**src/rtl/ws_pkg.sv**
```systemverilog
// Package: shared widths, region numbers and latency tables for the
// wait-state generator. Assumes at most four cartridge windows.
package ws_pkg;
    parameter int WAIT_W     = 5;
    parameter int NUM_WIN    = 3;
    parameter int MAX_WAIT   = 17;
    parameter int WRAM_REGION = 2;
    parameter int WRAM_W16   = 2;
    parameter int WRAM_W32   = 5;

    typedef struct packed {
        logic [WAIT_W-1:0] ns16;
        logic [WAIT_W-1:0] s16;
    } win_lat_t;

    typedef struct packed {
        win_lat_t [NUM_WIN-1:0] win;
        logic [WAIT_W-1:0]      sram;
        logic                   pf;
    } lat_tab_t;

    // First-access code to wait cycles.
    function automatic logic [WAIT_W-1:0] first_map(input logic [1:0] code);
        case (code)
            2'd0: first_map = WAIT_W'(4);
            2'd1: first_map = WAIT_W'(3);
            2'd2: first_map = WAIT_W'(2);
            default: first_map = WAIT_W'(8);
        endcase
    endfunction

    // Sequential bit to wait cycles; the slow value doubles per window.
    function automatic logic [WAIT_W-1:0] seq_map(input int w, input logic b);
        seq_map = b ? WAIT_W'(1) : WAIT_W'(2 << w);
    endfunction
endpackage

```
**src/rtl/ws_cfg_decode.sv**
```systemverilog
// Holds the control word and decodes it into per-window latencies.
// Assumes field positions: window w code at bits 2+3w+:2, its sequential
// bit at 4+3w, SRAM code at 1:0, prefetch enable at bit 14.
module ws_cfg_decode
    import ws_pkg::*;
(
    input  logic        clk,
    input  logic        rst_n,
    input  logic        we,
    input  logic [15:0] data,
    output lat_tab_t    tab
);
    logic [15:0] cfg_q;

    // Control register, cleared by reset.
    always_ff @(posedge clk) begin
        if (!rst_n)  cfg_q <= '0;
        else if (we) cfg_q <= data;
    end

    // One decoder per cartridge window.
    for (genvar w = 0; w < NUM_WIN; w++) begin : g_win
        assign tab.win[w].ns16 = first_map(cfg_q[2+3*w +: 2]);
        assign tab.win[w].s16  = seq_map(w, cfg_q[4+3*w]);
    end
    assign tab.sram = first_map(cfg_q[1:0]);
    assign tab.pf   = cfg_q[14];

    p_cfg_hold_r10: assert property (@(posedge clk) disable iff (!rst_n)
        !we |=> $stable(cfg_q));
    p_cfg_load_r10: assert property (@(posedge clk) disable iff (!rst_n)
        we |=> cfg_q == $past(data));
endmodule

```
**src/rtl/ws_lat_select.sv**
```systemverilog
// Picks the wait cycles for one access from the decoded tables.
// Assumes regions 8..13 are windows (two per window), 14..15 SRAM.
module ws_lat_select
    import ws_pkg::*;
(
    input  lat_tab_t          tab,
    input  logic [3:0]        region,
    input  logic              wide,
    input  logic              seq,
    input  logic              fetch,
    output logic [WAIT_W-1:0] wait_o
);
    win_lat_t wl;

    // Region decode and 32-bit synthesis from two 16-bit halves.
    always_comb begin
        wl     = tab.win[0];
        wait_o = '0;
        for (int w = 0; w < NUM_WIN; w++)
            if (region[2:1] == w[1:0]) wl = tab.win[w];
        if (region == 4'(WRAM_REGION)) begin
            wait_o = wide ? WAIT_W'(WRAM_W32) : WAIT_W'(WRAM_W16);
        end else if (region[3:1] == 3'b111) begin
            wait_o = wide ? {tab.sram[WAIT_W-2:0], 1'b1} : tab.sram;
        end else if (region[3]) begin
            if (tab.pf && fetch)  wait_o = '0;
            else if (wide)        wait_o = seq ? {wl.s16[WAIT_W-2:0], 1'b1}
                                               : wl.ns16 + wl.s16 + WAIT_W'(1);
            else                  wait_o = seq ? wl.s16 : wl.ns16;
        end
    end

    // Bound on any selected wait.
    always_comb begin
        p_wait_bound_r5: assert (wait_o <= WAIT_W'(MAX_WAIT));
    end
endmodule

```
**src/rtl/ws_stall_counter.sv**
```systemverilog
// Latches an access cost and counts it down; ready marks the last cycle.
// Assumes cost >= 1. Starts arriving while busy are dropped.
module ws_stall_counter #(
    parameter int CNT_W = 6
) (
    input  logic             clk,
    input  logic             rst_n,
    input  logic             start,
    input  logic [CNT_W-1:0] cost,
    output logic             ready
);
    logic             busy;
    logic [CNT_W-1:0] cnt;

    // Countdown state.
    always_ff @(posedge clk) begin
        if (!rst_n) begin
            busy <= 1'b0;
            cnt  <= '0;
        end else if (busy) begin
            if (cnt == '0) busy <= 1'b0;
            else           cnt  <= cnt - CNT_W'(1);
        end else if (start) begin
            busy <= 1'b1;
            cnt  <= cost - CNT_W'(1);
        end
    end

    assign ready = busy && (cnt == '0);

    p_idle_after_reset_r1: assert property (@(posedge clk) disable iff (!rst_n)
        $past(!rst_n) |-> !busy);
    p_count_step_r9: assert property (@(posedge clk) disable iff (!rst_n)
        (busy && cnt != '0) |=> busy && cnt == $past(cnt) - CNT_W'(1));
    p_ready_pulse_r12: assert property (@(posedge clk) disable iff (!rst_n)
        ready |=> !ready);
endmodule

```
**src/rtl/waitstate_gen.sv**
```systemverilog
// Top: control decode, access latency select, stall counter and burst
// cost. Assumes the bus holds access attributes valid with acc_start.
module waitstate_gen
    import ws_pkg::*;
#(
    parameter int BURST_W = 8,
    localparam int CNT_W  = WAIT_W + 1,
    localparam int COST_W = WAIT_W + 1 + BURST_W
) (
    input  logic               clk,
    input  logic               rst_n,
    input  logic               cfg_we,
    input  logic [15:0]        cfg_data,
    input  logic               acc_start,
    input  logic [3:0]         acc_region,
    input  logic               acc_wide,
    input  logic               acc_seq,
    input  logic               acc_fetch,
    input  logic               acc_store,
    output logic               acc_ready,
    input  logic [3:0]         burst_region,
    input  logic [BURST_W-1:0] burst_len,
    output logic [COST_W-1:0]  burst_cost
);
    lat_tab_t          tab;
    logic [WAIT_W-1:0] acc_wait, b_ns, b_s;
    logic [CNT_W-1:0]  acc_cost;

    ws_cfg_decode u_dec (.clk(clk), .rst_n(rst_n), .we(cfg_we),
                         .data(cfg_data), .tab(tab));

    ws_lat_select u_acc (.tab(tab), .region(acc_region), .wide(acc_wide),
                         .seq(acc_seq), .fetch(acc_fetch), .wait_o(acc_wait));
    ws_lat_select u_bns (.tab(tab), .region(burst_region), .wide(1'b1),
                         .seq(1'b0), .fetch(1'b0), .wait_o(b_ns));
    ws_lat_select u_bs  (.tab(tab), .region(burst_region), .wide(1'b1),
                         .seq(1'b1), .fetch(1'b0), .wait_o(b_s));

    // Access cost: base of 2 for loads, 1 for stores.
    assign acc_cost = CNT_W'(acc_wait) + (acc_store ? CNT_W'(1) : CNT_W'(2));

    ws_stall_counter #(.CNT_W(CNT_W)) u_cnt (.clk(clk), .rst_n(rst_n),
        .start(acc_start), .cost(acc_cost), .ready(acc_ready));

    // Burst cost: one first word then len-1 sequential words.
    always_comb begin
        if (burst_len == '0) burst_cost = '0;
        else burst_cost = COST_W'(b_ns) + COST_W'(1)
                        + COST_W'(burst_len - BURST_W'(1)) * (COST_W'(b_s) + COST_W'(1));
    end
endmodule

```
**config.mk**
```make
export PLATFORM = sky130hd
export DESIGN_NAME = waitstate_gen
export DESIGN_NICKNAME = d
export VERILOG_FILES = /design/src/rtl/ws_pkg.sv /design/src/rtl/ws_cfg_decode.sv /design/src/rtl/ws_lat_select.sv /design/src/rtl/ws_stall_counter.sv /design/src/rtl/waitstate_gen.sv
export SDC_FILE = /design/constraint.sdc
export NUM_CORES = 1
export LEC_CHECK = 0
export BUFFER_PORTS_ARGS = -buffer_cell sky130_fd_sc_hd__clkbuf_2
export CAP_MARGIN = 20
export CORE_AREA = 2 2 90 92
export CTS_BUF_LIST = sky130_fd_sc_hd__clkbuf_8
export DETAILED_ROUTE_END_ITERATION = 7
export DIE_AREA = 0 0 92 94
export PLACE_DENSITY = 0.94
export SLEW_MARGIN = 30
export SYNTH_ARGS = -nofsm -noshare
export SYNTH_HDL_FRONTEND = slang
export SYNTH_SLANG_ARGS = --single-unit
```
**constraint.sdc**
```tcl
create_clock -name clk -period 6.7 [get_ports clk]
set_input_delay 0 -clock clk [delete_from_list [all_inputs] [get_ports clk]]
set_output_delay 0 -clock clk [all_outputs]
set_load 0.01 [all_outputs]
```
==> run summary <==
Critical-path top delay cell -> fa_1
Actual slew at the worst max-slew pin -> 634 ps
Slew margin rel. -> 57.6%
Syn_area_per_cell -> 7.96 um^2
First-pass GRT wire length -> 19000 um
Pins Over Slew Limit -> 0
DR vias -> 4230
DR pass1 iterations -> 5
Gr usage total -> 26.5%
Lkg Pwr -> 2.56 nW
Share of the synthesized area in the top cell type -> 18.1%
Post-Syn Area -> 4660 um^2
Post-Syn Nets -> 733
Reg-to-reg endpoint -> u_cnt.cnt[5]
Cts bufs inserted -> 3
Vias in the first global route -> 4267
Worst Reg-to-Reg Cells -> 16
Die Wd -> 92 um
Grt ovf -> 0
Status -> completed
Clock sink total -> 19
Effective utilization at floorplan -> 61.2%
Vert. Die Dim -> 94 um
CP Max Fanout -> 10
Worst Hold Class -> in2reg
Placed Instances -> 722
Synth warn -> 0
Routed vias/inst -> 5.83
Antenna violations before repair -> 0
I/O pin total -> 55
Routed Antenna Nets -> 0
Area leader, netlist -> fa_1
H-tree levels -> 1
Final hold vios -> 0
Min-delay src -> cfg_data[2]
Max_cap viols -> 0
Hold worst-path end -> u_dec.cfg_q[2]
Most frequent cell on the critical path -> inv_1
Unrepaired setup endpoints after global routing -> false
Antenna diodes -> 0
Crit path time final -> 6090 ps
Layout overhead on the synthesized area -> 7.93%
TritonCTS clock tree -> done
Routed WL -> 11000 um
Max Fclk -> 164 MHz
CP Cell Sequence -> inv_1 > ha_1 > and3_1 > o21ai_2 > nand2_1 > xnor2_2 > nor2_1 > fa_1 > inv_1 > fa_1 > inv_1 > fa_1 > inv_1 > fa_1 > inv_1 > ha_1 > a21oi_1 > nand2_1 > a211oi_1 > o21ai_0 > a21oi_1 > clkbuf_2
Fin Setup TNS -> 0 ps
Delay-heaviest family, CP -> adder cells
DRC viols -> 0
Post-CTS Setup Bufs -> 0
Endpoints failing setup -> 0
Post_cts resized -> 0
Tcrit/Tclk final -> 90.9%
Maximum number of pins on one net before global-route repair -> 23
Synth async-reset ratio -> 0%
Die area -> 8650 um^2
P per Cell Area -> 173 nW/um^2
FF-to-FF Start -> u_dec.cfg_q[5]
Sequential cell area fraction in the yosys report -> 8.17%
Routed WL per cell -> 15.2 um
CP Capture Type -> output pin
Number of buffers and inverters on the critical path -> 6
Cell with the most instances after synthesis -> inv_1
Netlist cell types -> 60
Req. time, crit path -> 6700 ps
Max stage delay on crit path -> 630 ps
Root Driver -> clkbuf_8
Worst VDD drop -> 0.171 mV
Commonest cells post-synth -> 102 x inv_1, 66 x ha_1, 57 x nor2_1
Buffers on Ports -> 50
Setup crit start kind -> register
Nets -> 773
Syn Inst Count -> 585
FP Rows -> 32
Clk_lat worst skew -> 260 ps
Final Non-Filler Cells -> 726
Hold_buf cts -> 0
Synth area leaders -> fa_1 18%, ha_1 18%, inv_1 8.2%
Final RePlAce weighted congestion -> 0.902
Reg-to-reg setup timing slack -> 2300 ps
DP Wirelength -> 9200 um
Kind of critical path -> reg2out
Clk buf depth -> 2
Layout Skew -> 5.59 ps
Hold depth -> 3
Initial DRC count -> 306
Post-synth EDFFs -> 0
Share of cells above drive strength 1 -> 12.3%
Seq cells post-synth -> 19
Post-synth top flop -> dfxtp_1
CTS clock-pin slew for the worst setup and hold paths -> 80 ps
Core ar. -> 7610 um^2
Crit path DAT -> 6090 ps
metrics by stage:
step                      hold WS (ps)  power (mW)  cell area (um^2)  util (%)  worst slack [ps]
after CTS                         3.35       0.866              5020      66.0               437
final                             3.54       0.869              5020      66.1               609
after floorplan                    128       0.605              4660         -              1430
after global placement             258       0.746              4970      65.3               922
after detailed placement           267       0.782              4970      65.3               712
after global routing              28.9       0.959              5020      66.1               200
cell usage in the layout, fill, tap and decap left out, drive strengths merged, types with 3 or more instances in the layout:
master,count
xnor2,15
xor2,12
nor2b,26
or3b,4
or2,8
nand3,8
a21oi,26
nand2,31
a211oi,9
o221ai,3
fa,42
nand2b,10
nand3b,3
nor3,9
mux2,3
a21o,3
o22ai,4
o21a,6
a21boi,4
or3,4
and2,5
dfxtp,19
ha,66
inv,103
and3,4
clkbuf,53
o21ai,30
mux2i,27
o22a,3
nor2,57
where the power goes:
group / switching [mW] / internal, mW / leakage, nW
clock network: 0.0397 / 0.0420 / 0.0217
logic: 0.368 / 0.276 / 2.38
registers: 0.0161 / 0.127 / 0.157
registers in the layout, summed over array words and instances, names as in the netlist:
signal       cells
u_dec.cfg_q     12
u_cnt.busy       1
u_cnt.cnt        6
final cells by class:
type                       instances  area (um^2)
clock buffer                       3         41.3
sequential                        19          380
inverter                         103          387
fill                             605         2580
multi-input combinational        447         3820
timing repair buffer              51          258
clock inverter                     1         7.51
tap                              102          128
tightest hold or removal path, stage by stage:
cell and delay [ps]:
clkbuf_2 80, mux2i_1 60, nor2b_1 90
worst max path at each step:
stage / startpoint / slack [ps] / endpoint / cells past startpoint
6_report: u_dec.cfg_q[0] / 610 / burst_cost[12] / 22
5_1_grt: u_dec.cfg_q[1] / 200 / burst_cost[12] / 22
4_1_cts: u_dec.cfg_q[10] / 440 / burst_cost[12] / 21
3_5_place_dp: burst_region[2] / 710 / burst_cost[12] / 22
3_3_place_gp: burst_region[2] / 920 / burst_cost[11] / 20
2_1_floorplan: u_dec.cfg_q[10] / 1430 / burst_cost[13] / 18
cells by family (layout without fill, tap and decap cells):
logic type	count (synthesis)	in the layout	synth area share (%)
AND/OR/NAND/NOR	179	179	19.6
buffers and inverters	119	158	9.86
adder cells (fa/ha/maj)	108	108	35.8
AO/OA/AOI/OAI	103	103	14.7
multiplexers	30	30	6.53
XOR/XNOR	27	27	5.40
flip-flops	19	19	8.17
layer usage:
layer	up-vias	part of all wire (%)	routed length [um]	track usage, %
met2	176	50	5510	48.4
met3	52	4.4	485	2.73
met5	-	0	0	0
li1	2022	-	-	-
met1	1980	42	4610	32.4
met4	0	3.9	430	9.70
Note: power is estimated with default switching activity, not from simulation.
